$ cat src/rtl/cst_pkg.sv
package cst_pkg;
    typedef enum logic [1:0] {
        ST_STARVING  = 2'b00,
        ST_HUNGRY    = 2'b01,
        ST_SATISFIED = 2'b10,
        ST_FRAMING   = 2'b11
    } slot_stat_e;

    typedef enum logic [1:0] {
        S_IDLE  = 2'd0,
        S_WAIT  = 2'd1,
        S_RUN   = 2'd2,
        S_FAULT = 2'd3
    } trk_state_e;
endpackage

$ cat src/rtl/cst_cal_mem.sv
module cst_cal_mem #(
    parameter int NUM_WORDS = 32,
    parameter int LANES     = 4,
    parameter int PORT_W    = 4,
    localparam int WORD_W   = LANES * PORT_W + 1,
    localparam int ADDR_W   = $clog2(NUM_WORDS),
    localparam int LANE_W   = $clog2(LANES),
    localparam int IDX_W    = ADDR_W + LANE_W
) (
    input  logic              clk,
    input  logic              rst_n,
    input  logic              lock,
    input  logic              wr_en,
    input  logic              rd_en,
    input  logic [ADDR_W-1:0] addr,
    input  logic [WORD_W-1:0] wdata,
    output logic [WORD_W-1:0] rdata,
    input  logic [IDX_W-1:0]  look_idx,
    output logic [PORT_W-1:0] look_port,
    output logic              look_bad
);
    logic [WORD_W-1:0] mem [NUM_WORDS];
    logic [WORD_W-1:0] look_word;
    logic [PORT_W-1:0] lane [LANES];

    always_ff @(posedge clk) begin
        if (wr_en && !lock) begin
            mem[addr] <= wdata;
        end
    end

    always_ff @(posedge clk or negedge rst_n) begin
        if (!rst_n) begin
            rdata <= '0;
        end else if (rd_en && !lock) begin
            rdata <= mem[addr];
        end
    end

    assign look_word = mem[look_idx[IDX_W-1:LANE_W]];

    for (genvar g = 0; g < LANES; g++) begin : g_lane
        assign lane[g] = look_word[g*PORT_W +: PORT_W];
    end

    assign look_port = lane[look_idx[LANE_W-1:0]];
    // odd parity over the whole word: XOR must be 1
    assign look_bad  = ~(^look_word);

    AST_LOCKED_WRITE_HOLDS: assert property (@(posedge clk) disable iff (!rst_n)
        (wr_en && lock) |=> (mem[$past(addr)] == $past(mem[addr])));
    AST_LOCKED_READ_HOLDS: assert property (@(posedge clk) disable iff (!rst_n)
        (rd_en && lock && !(wr_en && !lock)) |=> $stable(rdata));
endmodule

$ cat src/rtl/cst_port_state.sv
module cst_port_state
    import cst_pkg::*;
#(
    parameter int NUM_PORTS = 16,
    localparam int PORT_W   = $clog2(NUM_PORTS)
) (
    input  logic                   clk,
    input  logic                   rst_n,
    input  logic                   clr_all,
    input  logic                   upd,
    input  logic [PORT_W-1:0]      upd_port,
    input  logic [1:0]             upd_stat,
    input  logic [NUM_PORTS-1:0]   ign_mask,
    output logic [2*NUM_PORTS-1:0] lvl,
    output logic [NUM_PORTS-1:0]   grant
);
    for (genvar p = 0; p < NUM_PORTS; p++) begin : g_port
        logic [1:0] st_q;
        logic [1:0] eff;
        logic       hit;

        assign hit = upd && (upd_port == PORT_W'(p));

        always_ff @(posedge clk or negedge rst_n) begin
            if (!rst_n) begin
                st_q <= ST_SATISFIED;
            end else if (clr_all) begin
                st_q <= ST_SATISFIED;
            end else if (hit && (upd_stat != ST_FRAMING)) begin
                st_q <= upd_stat;
            end
        end

        assign eff            = ign_mask[p] ? ST_STARVING : st_q;
        assign lvl[2*p +: 2]  = eff;
        assign grant[p]       = (eff != ST_SATISFIED);

        AST_CLEAR_CANCELS: assert property (@(posedge clk) disable iff (!rst_n)
            clr_all |=> (st_q == ST_SATISFIED));
        AST_FRAMING_KEEPS: assert property (@(posedge clk) disable iff (!rst_n)
            (hit && !clr_all && (upd_stat == ST_FRAMING)) |=> $stable(st_q));
    end
endmodule

$ cat src/rtl/cst_bp_counter.sv
module cst_bp_counter #(
    parameter int CNT_W = 32
) (
    input  logic             clk,
    input  logic             rst_n,
    input  logic             inc,
    input  logic             wr_en,
    input  logic [CNT_W-1:0] wdata,
    output logic [CNT_W-1:0] cnt
);
    logic clr;

    assign clr = wr_en && (&wdata);

    always_ff @(posedge clk or negedge rst_n) begin
        if (!rst_n) begin
            cnt <= '0;
        end else if (clr) begin
            cnt <= '0;
        end else if (inc) begin
            cnt <= cnt + 1'b1;
        end
    end

    AST_CLEAR_WINS: assert property (@(posedge clk) disable iff (!rst_n)
        clr |=> (cnt == '0));
    AST_COUNT_STEP: assert property (@(posedge clk) disable iff (!rst_n)
        (!clr && inc) |=> (cnt == $past(cnt) + 1'b1));
endmodule

$ cat src/rtl/cal_status_tracker.sv
module cal_status_tracker
    import cst_pkg::*;
#(
    parameter int NUM_PORTS = 16,
    parameter int NUM_WORDS = 32,
    parameter int LANES     = 4,
    parameter int CNT_W     = 32,
    localparam int PORT_W   = $clog2(NUM_PORTS),
    localparam int ADDR_W   = $clog2(NUM_WORDS),
    localparam int IDX_W    = $clog2(NUM_WORDS * LANES),
    localparam int WORD_W   = LANES * PORT_W + 1
) (
    input  logic                   clk,
    input  logic                   rst_n,
    input  logic                   if_en,
    input  logic                   st_en,
    input  logic [IDX_W-1:0]       cfg_len,
    input  logic [NUM_PORTS-1:0]   ign_mask,
    input  logic [PORT_W-1:0]      bp_sel,
    input  logic                   reg_wr,
    input  logic                   reg_rd,
    input  logic [ADDR_W-1:0]      reg_addr,
    input  logic [WORD_W-1:0]      reg_wdata,
    output logic [WORD_W-1:0]      reg_rdata,
    input  logic                   bp_wr,
    input  logic [CNT_W-1:0]       bp_wdata,
    input  logic                   slot_vld,
    input  logic [1:0]             slot_stat,
    output logic [2*NUM_PORTS-1:0] port_lvl,
    output logic [NUM_PORTS-1:0]   port_grant,
    output logic                   train,
    output logic                   par_err,
    output logic [CNT_W-1:0]       bp_cnt
);
    trk_state_e        state_q, state_d;
    logic [IDX_W-1:0]  ptr_q;
    logic [IDX_W:0]    ptr_inc;
    logic [IDX_W-1:0]  ptr_nxt;
    logic              run_ok, take, bad, good;
    logic [PORT_W-1:0] look_port;
    logic              look_bad;
    logic              par_err_q;
    logic              clr_all;
    logic              bp_inc;

    assign run_ok = if_en && st_en && (cfg_len != '0);
    assign take   = (state_q == S_RUN) && run_ok && slot_vld;
    assign bad    = take && look_bad;
    assign good   = take && !look_bad;

    // state register
    always_ff @(posedge clk or negedge rst_n) begin
        if (!rst_n) begin
            state_q <= S_IDLE;
        end else begin
            state_q <= state_d;
        end
    end

    // next state
    always_comb begin
        state_d = state_q;
        unique case (state_q)
            S_IDLE: begin
                if (if_en) state_d = S_WAIT;
            end
            S_WAIT: begin
                if (!if_en)      state_d = S_IDLE;
                else if (run_ok) state_d = S_RUN;
            end
            S_RUN: begin
                if (!if_en)       state_d = S_IDLE;
                else if (!run_ok) state_d = S_WAIT;
                else if (bad)     state_d = S_FAULT;
            end
            S_FAULT: begin
                if (!if_en) state_d = S_IDLE;
            end
        endcase
    end

    // outputs of the state machine
    always_comb begin
        train   = if_en && (state_q != S_RUN);
        par_err = par_err_q;
    end

    assign ptr_inc = {1'b0, ptr_q} + 1'b1;
    assign ptr_nxt = (ptr_inc >= {1'b0, cfg_len}) ? '0 : ptr_inc[IDX_W-1:0];

    always_ff @(posedge clk or negedge rst_n) begin
        if (!rst_n) begin
            ptr_q <= '0;
        end else if (state_q != S_RUN) begin
            ptr_q <= '0;
        end else if (good) begin
            ptr_q <= ptr_nxt;
        end
    end

    always_ff @(posedge clk or negedge rst_n) begin
        if (!rst_n) begin
            par_err_q <= 1'b0;
        end else if (!if_en) begin
            par_err_q <= 1'b0;
        end else if (bad) begin
            par_err_q <= 1'b1;
        end
    end

    assign clr_all = !if_en || bad;
    assign bp_inc  = (state_q == S_RUN) && !port_grant[bp_sel];

    cst_cal_mem #(
        .NUM_WORDS (NUM_WORDS),
        .LANES     (LANES),
        .PORT_W    (PORT_W)
    ) u_mem (
        .clk       (clk),
        .rst_n     (rst_n),
        .lock      (if_en),
        .wr_en     (reg_wr),
        .rd_en     (reg_rd),
        .addr      (reg_addr),
        .wdata     (reg_wdata),
        .rdata     (reg_rdata),
        .look_idx  (ptr_q),
        .look_port (look_port),
        .look_bad  (look_bad)
    );

    cst_port_state #(
        .NUM_PORTS (NUM_PORTS)
    ) u_ports (
        .clk      (clk),
        .rst_n    (rst_n),
        .clr_all  (clr_all),
        .upd      (good),
        .upd_port (look_port),
        .upd_stat (slot_stat),
        .ign_mask (ign_mask),
        .lvl      (port_lvl),
        .grant    (port_grant)
    );

    cst_bp_counter #(
        .CNT_W (CNT_W)
    ) u_bp (
        .clk   (clk),
        .rst_n (rst_n),
        .inc   (bp_inc),
        .wr_en (bp_wr),
        .wdata (bp_wdata),
        .cnt   (bp_cnt)
    );

    AST_FAULT_TRAINS: assert property (@(posedge clk) disable iff (!rst_n)
        (par_err && if_en) |-> train);
    AST_BAD_PARITY_FAULTS: assert property (@(posedge clk) disable iff (!rst_n)
        bad |=> ((state_q == S_FAULT) && par_err));
    AST_LEN_ZERO_HOLDS: assert property (@(posedge clk) disable iff (!rst_n)
        (cfg_len == '0) |=> (state_q != S_RUN));
    AST_DISABLED_NO_FAULT: assert property (@(posedge clk) disable iff (!rst_n)
        !if_en |=> (!par_err && (state_q != S_RUN)));
endmodule

$ cat config.mk
export PLATFORM = sky130hd
export DESIGN_NAME = cal_status_tracker
export DESIGN_NICKNAME = d
export VERILOG_FILES = /design/src/rtl/cst_pkg.sv /design/src/rtl/cst_cal_mem.sv /design/src/rtl/cst_port_state.sv /design/src/rtl/cst_bp_counter.sv /design/src/rtl/cal_status_tracker.sv
export SDC_FILE = /design/constraint.sdc
export NUM_CORES = 1
export LEC_CHECK = 0
export CAP_MARGIN = 40
export CORE_ASPECT_RATIO = 0.6
export CORE_MARGIN = 2
export CORE_UTILIZATION = 40
export DETAILED_ROUTE_END_ITERATION = 16
export DONT_BUFFER_PORTS = 1
export SLEW_MARGIN = 20
export SYNTH_ARGS = -nofsm -noshare
export SYNTH_HDL_FRONTEND = slang
export SYNTH_SLANG_ARGS = --single-unit
$ cat constraint.sdc
create_clock -name clk -period 9.1 [get_ports clk]
set_input_delay 1.365 -clock clk [delete_from_list [all_inputs] [get_ports clk]]
set_output_delay 1.365 -clock clk [all_outputs]
set_load 0.02 [all_outputs]
==> impl_metrics.tcl <==
set metrics [dict create \
    outcome "complete, no violations" \
    ys_seq_elements 635 \
    powerDensity_nw_per_um2 182 \
    num_rows 78 \
    dr.pass1.iters 5 \
    max_slew_margin_pct 37.1 \
    fp.dieH_um 217 \
    synth_most_common_cell "edfxtp_1" \
    drc 0 \
    path_clk_slew_ns 0.08 \
    netlist_area_um2 30400 \
    area_growth_syn_to_layout_pct 11.7 \
    globalplace.congestion 0.877 \
    synth_compound_area_share_pct 3.63 \
    cts_root_buf "clkbuf_16" \
    synth-simple-area-share_pct 5.98 \
    p_leak_nw 11.0 \
    synth_area_leader_cell "edfxtp_1" \
    cts_resized 0 \
    p_int_mw 4.85 \
    synth_fa_ha_area_share_pct 0.371 \
    die-area_um2 78200 \
    synth_xor_xnor_area_share_pct 1.54 \
    finalNonFillerCells 2787 \
    ys_warn_count 0 \
    fill_cells 6427 \
    hold_viol_final 0 \
    die_w_um 360 \
    crit_type "flip-flop to flip-flop" \
    wl_per_cell_um 33.5 \
    coreArea_um2 75300 \
    overflow 0 \
    synth_top_flop_cell "edfxtp_1" \
    postCtsSetupBuffers 0 \
    post-route-period-util_pct 59.4 \
    p_comb_share_pct 3.7 \
    period_minus_slack_ns 5.41 \
    vdd_drop_max_mv 0.166 \
    report.final.slew_viol_count 0 \
    fin_nets 1837 \
    max_cap_violations 0 \
    synth_edf_count 544 \
    worst_pin_slew_ns 0.917 \
    ys_top_cells_by_count "544 x edfxtp_1, 280 x mux4_2, 98 x nor2_1, 75 x dfrtp_1, 75 x mux2i_1" \
    final.setup.tns_ns 0 \
    syn_inst 1718 \
    via_count 18000 \
    grt_start_max_net_pins 141 \
    antenna_cells 0 \
    synth_top_family_by_area "multiplexers" \
    max_freq_mhz 185 \
    crit_arrival_ns 5.89 \
    worst_ep_required_time_ns 9.58 \
    ios 190 \
    drtAntennaViolNets 0 \
    switching_power_mw 1.31 \
    grtUsageTotal_pct 23.7 \
    synth_seq_area_share_pct 61.3 \
    finalPower_mw 6.16 \
    yosys.cell_types.count 69 \
    port-buffer-count 0 \
    clockBufferDepth 3 \
    cts_made_buffers 59 \
    antenna_found_initial 2 \
    syn-num-nets 1818 \
    drive_gt1_share_pct 30.4 \
    synth_top_area_share_pct 53.8 \
    sw_frac_of_total_pct 21.3 \
    grt_setup_unrepaired "false" \
    synthMuxAreaShare_pct 25.0 \
    holdCritPathClass "input port to async pin" \
    insertion_delay_ns 0.67 \
    viasPerCell 6.46 \
    dp_cells 2671 \
    power_frac_seq_pct 52.8 \
    setup_violations 0 \
    fin_skew_ns 0.0393 \
    initialDrtViolationCount 2602 \
    hold_ws_ns 0.415 \
    grt_pass1_wl_mm 132 \
    syn_avg_cell_area_um2 17.7 \
    start_util_pct 40.3 \
    dp_hpwl_mm 59.0 \
    htreeDepth 2 \
    worst_setup_path_start_kind "flip-flop" \
    wl_mm 93.3 \
    path_max_fanout 36 \
    cts_tree "yes" \
    cp-end-kind "flip-flop" \
    synth_area_leaders "edfxtp_1 54%, mux4_2 21%, dfrtp_1 6.2%" \
    first_global_vias 17600 \
    holdBufCountCts 0 \
    async_reset_ff_share_pct 14.3 \
    clock_sinks 635 \
    clkPwrFrac_pct 43.5 \
]
metrics by stage:
step / instance area, um2 / setup slack (ns) / util, %
2_1_floorplan: 30400 / 4.31 / -
3_3_place_gp: 31500 / 3.40 / 41.8
3_5_place_dp: 31800 / 3.69 / 42.2
4_1_cts: 33900 / 3.64 / 45.0
5_1_grt: 33900 / 3.35 / 45.0
6_report: 33900 / 3.69 / 45.0
worst paths after layout:
check                                                 from                         end  slack, ns  depth (start not counted)
worst max-delay path                              ptr_q[2]                    ptr_q[2]       3.69                         10
worst min register to register  u_ports.g_port[15].st_q[0]  u_ports.g_port[15].st_q[0]       0.54                          2
worst min-delay path                                 rst_n                    ptr_q[2]       0.41                          0
min in group clk                u_ports.g_port[15].st_q[0]  u_ports.g_port[15].st_q[0]       0.54                          2
worst max register to register                    ptr_q[2]                    ptr_q[2]       3.69                         10
max in group asynchronous                            rst_n   u_ports.g_port[5].st_q[1]       8.44                          0
layout make-up:
cell class	instances	area (um2)	area share, %
Tap cell	1000	1250	3.69
Timing Repair Buffer	74	721	2.12
Clock inverter	36	440	1.30
Sequential cell	635	18600	54.9
Clock buffer	75	1620	4.76
Multi-Input combinational cell	952	11200	33.0
Inverter	15	56.3	0.166
kinds of logic after synthesis:
group	after synthesis
DFF	635
muxes	385
and+or+nand+nor	355
AOI/OAI and AO/OA	157
buffers and inverters	131
xor gates and xnor gates	46
adders and majority gates	9
metal layers:
metal	routed length, um	track usage (%)
met1	38800	35.5
met2	40100	33.4
met3	11800	7.09
met4	2670	6.90
met5	13	0
sequential cells by signal (all words and copies together) (netlist names):
name                 flops
state_q                  2
u_bp.cnt                32
u_mem.rdata             17
par_err                  1
u_mem.mem              544
ptr_q                    7
u_ports.g_port.st_q     32
layout by cell type, fill, tap and decap left out, drive strengths merged, types with 29 or more instances in the layout:
| cell type | n |
|---|---|
| mux4 | 293 |
| nand3 | 32 |
| nor2 | 103 |
| clkbuf | 77 |
| mux2i | 76 |
| edfxtp | 544 |
| dfrtp | 75 |
| nand2b | 29 |
| nor2b | 46 |
| nand2 | 69 |
| buf | 70 |
| o21ai | 33 |
worst max-delay path, stage by stage (launching register included):
cell and delay (ns):
dfrtp_4 0.63, buf_4 0.68, mux4_1 0.63, mux4_2 0.47, mux2i_1 0.48, xor2_1 0.22, xnor3_1 0.25, xnor3_1 0.26
xnor3_1 0.75, nand2b_1 0.18, o31ai_1 0.64
power groups by stage:
stage / combinational, mW / sequential [mW] / clock (mW)
finish: 0.229 / 3.25 / 2.68
detailed placement: 0.226 / 3.31 / 0
CTS: 0.227 / 3.25 / 2.72
global placement: 0.218 / 3.31 / 0
floorplan: 0.201 / 3.30 / 0
global route: 0.244 / 3.25 / 2.82
No activity file was read; power rests on OpenSTA's default activity.
